<file path="config.mk">
export PLATFORM = sky130hd
export DESIGN_NAME = serial_tx_dbuf
export DESIGN_NICKNAME = d
export VERILOG_FILES = /design/src/rtl/serial_tx_dbuf.sv
export SDC_FILE = /design/constraint.sdc
export NUM_CORES = 1
export LEC_CHECK = 0
export ABC_CLOCK_PERIOD_IN_PS = 7300
export CORE_ASPECT_RATIO = 0.75
export CORE_MARGIN = 2
export CORE_UTILIZATION = 35
export DETAILED_ROUTE_END_ITERATION = 8
export SYNTH_ARGS = -nofsm -noshare
export SYNTH_HDL_FRONTEND = slang
export SYNTH_SLANG_ARGS = --single-unit
</file>
<file path="constraint.sdc">
create_clock -name clk -period 7.3 [get_ports clk]
set_clock_uncertainty 0.1 [all_clocks]
set_input_delay 1.825 -clock clk [delete_from_list [all_inputs] [get_ports clk]]
set_output_delay 1.825 -clock clk [all_outputs]
set_load 0.03 [all_outputs]
</file>
<file path="src/rtl/serial_tx_dbuf.sv">
module serial_tx_dbuf #(
  parameter int MAX_BITS = 8,
  parameter int LEN_W    = 2
) (
  input  logic                clk,
  input  logic                rst,
  input  logic                tick,
  input  logic                wr_en,
  input  logic [MAX_BITS-1:0] wr_data,
  input  logic                tx_en,
  input  logic                cts_n,
  input  logic [LEN_W-1:0]    char_len,
  input  logic                par_en,
  input  logic                par_odd,
  input  logic                two_stop,
  output logic                txd,
  output logic                tx_rdy,
  output logic                tx_empty
);

  localparam int FW      = MAX_BITS + 4;
  localparam int CW      = $clog2(FW + 1);
  localparam int MIN_LEN = MAX_BITS - (1 << LEN_W) + 1;

  logic [MAX_BITS-1:0] hold_q;
  logic                hold_full;
  logic [FW-1:0]       sr_q;
  logic [CW-1:0]       left_q;
  logic                busy;
  logic [FW-1:0]       frame_d;
  logic [CW-1:0]       last_d;
  logic                go, load;

  assign go       = tx_en && !cts_n;
  assign load     = tick && go && hold_full && (!busy || left_q == '0);
  assign txd      = sr_q[0];
  assign tx_rdy   = !hold_full && go;
  assign tx_empty = !busy;

  always_comb begin
    int  nd;
    logic p;
    nd = MIN_LEN + int'(char_len);
    p  = par_odd;
    frame_d    = '1;
    frame_d[0] = 1'b0;
    for (int i = 0; i < MAX_BITS; i++) begin
      if (i < nd) begin
        frame_d[i+1] = hold_q[i];
        p = p ^ hold_q[i];
      end
    end
    for (int j = 0; j < FW; j++)
      if (par_en && j == nd + 1) frame_d[j] = p;
    last_d = CW'(nd + 1 + int'(par_en) + int'(two_stop));
  end

  always_ff @(posedge clk) begin
    if (rst) begin
      hold_q    <= '0;
      hold_full <= 1'b0;
      sr_q      <= '1;
      left_q    <= '0;
      busy      <= 1'b0;
    end else begin
      if (tick && busy) begin
        if (left_q == '0) begin
          busy <= 1'b0;
        end else begin
          sr_q   <= {1'b1, sr_q[FW-1:1]};
          left_q <= left_q - 1'b1;
        end
      end
      if (load) begin
        sr_q   <= frame_d;
        left_q <= last_d;
        busy   <= 1'b1;
      end
      if (wr_en) begin
        hold_q    <= wr_data;
        hold_full <= 1'b1;
      end else if (load) begin
        hold_full <= 1'b0;
      end
    end
  end

endmodule


</file>
==> metrics.cfg, run 1 <==
[run_status]
status=completed

[die]
io_pins=22
coreArea_mm2=0.00415
fp.dieH_um=61.8
dieArea_mm2=0.00501
num_rows=20
die_w_um=81.1
start_util_pct=37.5

[synth]
avgSynthCellArea_um2=8.66
ys_warn_count=0
synth-seq-cells=26
synth_most_common_cell=nand2_1
synthTopCellsByCount=28 x nand2_1, 26 x dfxtp_1, 12 x nor2_1
synth_edf_count=0
synth-main-ff-cell=dfxtp_1
async_flop_share_pct=0
synth_fp_nets=210
yosys.area.top_type=dfxtp_1
syn-cell-area_mm2=0.00156
synthDominantCellAreaShare_pct=33.4
synth.top_cells.by_area=dfxtp_1 33%, ha_1 8.0%, nand2_1 6.7%, mux2i_1 5.1%, a221o_1 3.9%
synth_cell_types=45
netlist_instances=180
synth_seq_area_share_pct=33.4

[grt]
grt_first_pass_wirelength_um=6080
grt_max_degree=25
grt-ovfl-total=0
grt-busiest-layer=met2
grt_pass1_vias=1303
antenna_found_initial=0
gr-usage-met2_pct=26.3
track_usage_pct=15.8
use_met3_pct=4.19
gr-usage-met1_pct=21.4

[clock_network]
cts_resized=0
cts_hold_buf=0
numCtsBuffers=3
cts_sinks=26
tritoncts=yes
cts_setup_buffers=0
clock_latency_ps=280
cts_buffer_depth=2
clk_pin_slew_ps=100
cts_root_buffer=clkbuf_8
cts_htree_levels=1

[critical_path]
path_class=in -> out
start_kind=input port
reg2reg_depth=7
r2r_setup_slack_ps=4970
cp.arrival_ps=3180
crit_path_max_fanout=3
worstPathRequired_ps=5380
cp-end-kind=output port

[layout]
final_cell_count_no_fill=250
drive_gt1_share_pct=5.13
antenna_cells=0
fin_nets=226
n_fill_cell=424
stdcell_area_mm2=0.00186
syn_to_final_growth_pct=19.3

[detailed_routing]
drtPass1Iterations=4
drc=0
drt_iter0_markers=44
vias_per_cell=5.37
wl_per_cell_um=14.4
postRouteAntennaNets=0
num_vias=1343
wl_um=3590

[place]
gp_congestion=0.879
dp_worst_setup_slack_ps=2180
io_buffers=21
dp_cells=246
dp_hpwl_um=2670
placed_cell_area_mm2=0.00179

[run]
cap_violations=0

[power_and_ir_drop]
p_comb_share_pct=18.5
ir_worst_vdd_uv=90.5
p_sw_w=0.0000852
powerDensity_mw_per_mm2=181
power.internal_w=0.000252
clockPowerShare_pct=36.4
seqPwrFrac_pct=45.1
power.share.switching_pct=25.3
p_leak_nw=0.736

[sta]
rsz0062_at_grt=false
whs_ps=383
fin_tns_setup_ps=0
setup_violations=0
finalCritPeriodShare_pct=69.9
fmax_mhz=196
slew_viol_final=0
final_hold_viol_count=0
fin_ws_ps=2200
slew_headroom_pct=35.7
worst_slew_pin_slew_ps=961
fin_crit_ps=5100

[worst_hold_path]
min_path_cells=2
min_path_type=reg -> reg

sequential cells by signal, indices dropped and copies added, names as in the netlist:
name	count
sr_q	12
busy	1
left_q	4
hold_full	1
hold_q	8
power by group through the flow:
| stage | registers, W | clock network, W | logic, W |
|---|---|---|---|
| 6_report | 0.000152 | 0.000123 | 0.0000625 |
| 5_1_grt | 0.000153 | 0.000130 | 0.0000694 |
| 3_3_place_gp | 0.000155 | 0 | 0.0000616 |
| 4_1_cts | 0.000152 | 0.000125 | 0.0000629 |
| 3_5_place_dp | 0.000155 | 0 | 0.0000627 |
| 2_1_floorplan | 0.000154 | 0 | 0.0000420 |
worst paths after layout:
path	startpoint	to
hold / removal	sr_q[0]	sr_q[0]
hold reg to reg	sr_q[0]	sr_q[0]
setup reg to reg	left_q[0]	sr_q[5]
setup / recovery	tx_en	tx_rdy
layer usage:
| metal | part of all wire, % | vias up |
|---|---|---|
| met5 | 0 | - |
| met3 | 5.8 | 2 |
| met1 | 51 | 642 |
| met2 | 43 | 35 |
| li1 | - | 664 |
| met4 | 0.28 | 0 |
critical path, stage by stage:
cell	delay, ps
clkdlybuf4s50_1	490
nor3b_1	180
clkdlybuf4s50_1	690
cells by family (layout without fill, tap and decap cells):
logic type	after synthesis	in the layout	synth area share [%]
AND/OR/NAND/NOR	62	62	18.4
AO/OA/AOI/OAI	41	41	20.9
flip-flops	26	26	33.4
buffers and inverters	21	36	5.78
adder cells (fa/ha/maj)	11	11	9.31
XOR/XNOR	11	11	7.14
multiplexers	8	8	5.14
layout make-up:
class / count / area [um^2] / share of cell area [%]
Multi-Input combinational cell: 133 / 948 / 51.0
Sequential cell: 26 / 520 / 28.0
Timing Repair Buffer: 21 / 210 / 11.3
Tap cell: 55 / 68.8 / 3.70
Clock buffer: 3 / 41.3 / 2.22
Inverter: 11 / 41.3 / 2.22
Clock inverter: 1 / 30.0 / 1.61
placed cells by master (no fill, tap or decap), types with 2 or more instances in the layout:
cell / instances
a211oi_1: 4
mux2i_1: 8
nor2_1: 12
inv_1: 11
a21boi_0: 5
and2_1: 2
nand4_1: 2
clkbuf_8: 3
xor2_1: 4
nand3_1: 10
ha_1: 10
nand2_1: 28
o31ai_1: 2
o22ai_1: 2
o21ai_0: 4
dfxtp_1: 26
a21oi_1: 4
xnor2_1: 6
a221o_1: 6
clkdlybuf4s50_1: 21
metrics by stage:
step                power, W  util, %
global route        0.000353     44.8
CTS                 0.000339     44.8
finish              0.000337     44.8
detailed placement  0.000218     43.1
global placement    0.000217     43.1
floorplan           0.000196        -
Power figures use the tool's default switching activity.
==> run 2, diff against run 1 <==
--- a/config.mk
+++ b/config.mk
@@ -5,7 +5,7 @@
 export SDC_FILE = /design/constraint.sdc
 export NUM_CORES = 1
 export LEC_CHECK = 0
-export ABC_CLOCK_PERIOD_IN_PS = 7300
+export ABC_CLOCK_PERIOD_IN_PS = 5300
 export CORE_ASPECT_RATIO = 0.75
 export CORE_MARGIN = 2
 export CORE_UTILIZATION = 35
==> constraint.sdc (replaced) <==
create_clock -name clk -period 5.3 [get_ports clk]
set_clock_uncertainty 0.1 [all_clocks]
set_input_delay 1.325 -clock clk [delete_from_list [all_inputs] [get_ports clk]]
set_output_delay 1.325 -clock clk [all_outputs]
set_load 0.03 [all_outputs]
==> run 2 against run 1 <==
Net effect: flip-flop and latch count unchanged; non-clock buffer count did not move; cell count is the same; count of clock-buffer cells in the layout is the same; routed wire length increased by 1.1%; worst setup slack worse by 1000 ps; cell area unchanged; sequential power up 38%; die area is the same; critical endpoint unchanged; largest cell class unchanged; highest routed layer unchanged.
==> metrics.cfg, run 2 (synthesis results as in run 1) <==
[sta]
final_hold_viol_count=0  ; unchanged
slew_viol_final=0  ; unchanged
finalCritPeriodShare_pct=78.2
fin_tns_setup_ps=0  ; unchanged
setup_violations=0  ; unchanged
fin_crit_ps=4140
fmax_mhz=241
rsz0062_at_grt=false
slew_headroom_pct=36.7  ; +1.0 points
worst_slew_pin_slew_ps=946  ; -14.9 ps

[layout]
multi_input_area_um2=948  ; unchanged
layout_commonest_cell=nand2_1
top_register=sr_q
largest_reg_flops=12  ; unchanged
seqCellArea_um2=520  ; unchanged
stdcell_area_mm2=0.00186  ; unchanged
antenna_cells=0  ; unchanged
postLayoutCoreUtil_pct=44.8  ; unchanged
drive_gt1_share_pct=5.13  ; unchanged
fin_nets=226  ; unchanged
n_fill_cell=422  ; -0.47%
reg_top3=sr_q: 12 flops, hold_q: 8 flops, left_q: 4 flops
final_cell_mix=28 x nand2_1, 26 x dfxtp_1, 21 x clkdlybuf4s50_1
syn_to_final_growth_pct=19.3  ; unchanged

[critical_path]
crit_slowest_cell=clkdlybuf4s50_1
endpoint=tx_rdy
crit_chain=clkdlybuf4s50_1 > nor3b_1 > clkdlybuf4s50_1
reg2reg_depth=7  ; unchanged
worst_path_most_repeated_cell=clkdlybuf4s50_1
r2r_end=sr_q[4]
r2r_setup_slack_ps=2940  ; -2030 ps
startpoint=tx_en
path_class=in -> out
r2r_start=left_q[0]
crit_path_max_fanout=3  ; unchanged
cp-end-kind=output port
start_kind=input port
cp.arrival_ps=2720  ; -460 ps
worstPathRequired_ps=3880  ; -1500 ps
max_stage_delay_ps=700  ; about the same

[power_and_ir_drop]
ir_worst_vdd_uv=110  ; +21%
seqPwrFrac_pct=45.2  ; about the same
clockPowerShare_pct=36.2  ; -0.2 points
powerDensity_mw_per_mm2=249  ; +37%
power.internal_w=0.000347  ; +38%
p_comb_share_pct=18.6  ; about the same
power.share.switching_pct=25.1  ; -0.13 points
p_sw_w=0.000116  ; +37%
p_leak_nw=0.736  ; unchanged

[clock_network]
cts_sinks=26  ; unchanged
cts_setup_buffers=0  ; unchanged
clk_pin_slew_ps=90  ; about the same
cts_buffer_depth=2  ; unchanged
cts_hold_buf=0  ; unchanged
cts_root_buffer=clkbuf_8
cts_htree_levels=1  ; unchanged
clock_latency_ps=280  ; about the same
cts_resized=0  ; unchanged
tritoncts=yes
numCtsBuffers=3  ; unchanged

[detailed_routing]
met2WireLength_um=1570  ; +0.64%
wl_per_cell_um=14.5  ; +1.1%
postRouteAntennaNets=0  ; unchanged
vias_per_cell=5.39  ; +0.37%
drc=0  ; unchanged
drtPass1Iterations=4  ; unchanged
dr_wl_met3_um=235  ; +13%
drt_iter0_markers=64  ; +45%
num_vias=1348  ; +0.37%
wl_um=3630  ; +1.1%
route.top_layer_used=met4
met1Wirelength_um=1800  ; -0.72%

[die]
num_rows=20  ; unchanged
coreArea_mm2=0.00415  ; unchanged
io_pins=22  ; unchanged
dieArea_mm2=0.00501  ; unchanged
start_util_pct=37.5  ; unchanged
fp.dieH_um=61.8  ; unchanged
die_w_um=81.1  ; unchanged

[grt]
grt-ovfl-total=0  ; unchanged
grt_max_degree=25  ; unchanged
track_usage_pct=15.9  ; +0.10 points
grt_pass1_vias=1289  ; -1.1%
antenna_found_initial=0  ; unchanged
grt_first_pass_wirelength_um=6090  ; +0.12%

[run_status]
status=completed

[place]
io_buffers=21  ; unchanged
placed_cell_area_mm2=0.00179  ; unchanged
dp_hpwl_um=2710  ; +1.5%
gp_congestion=0.826  ; -5.9%

[worst_hold_path]
min_path_cells=2  ; unchanged
min_path_type=reg -> reg

[run]
cap_violations=0  ; unchanged

==> run 2: critical path: cells and delay by family <==
family,cells,cell delay (ps)
buffers and inverters,2,1210
AND/OR/NAND/NOR,1,190
==> run 2: how the worst min path moves through the flow <==
stage	startpoint	end
floorplan	sr_q[8]	sr_q[8]
global placement	sr_q[8]	sr_q[8]
detailed placement	sr_q[8]	sr_q[8]
CTS	sr_q[8]	sr_q[8]
global route	sr_q[8]	sr_q[8]
finish	sr_q[0]	sr_q[0]
==> run 2: area by class of cell <==
cell class / count / area share, %
clock buffers: 3 / 2.22
clock inverters: 1 / 1.61
inverters: 11 / 2.22
multi-input cells: 133 / 51.0
flip-flops and latches: 26 / 28.0
well taps: 55 / 3.70
repair buffers: 21 / 11.3
==> run 2: power groups by stage <==
stage	clock, W	sequential, W	combinational, W
after floorplan	0	0.000213	0.0000579
after global placement	0	0.000214	0.0000840
after detailed placement	0	0.000214	0.0000861
after CTS	0.000170	0.000209	0.0000866
after global routing	0.000179	0.000211	0.0000948
final	0.000168	0.000209	0.0000863
==> run 2: layer usage <==
metal  global-route usage (%)  vias up
met5                        0        -
met4                     2.18        0
met3                     4.05        5
met2                     26.7       45
met1                     21.5      631
li1                         -      667
==> run 2: per-stage QoR <==
step	power, W	setup slack (ps)	instances	hold slack [ps]
after floorplan	0.000270	1820	180	343
after global placement	0.000298	1200	246	350
after detailed placement	0.000300	1180	246	355
after CTS	0.000466	1160	250	379
after global routing	0.000485	1060	250	408
final	0.000464	1160	250	376
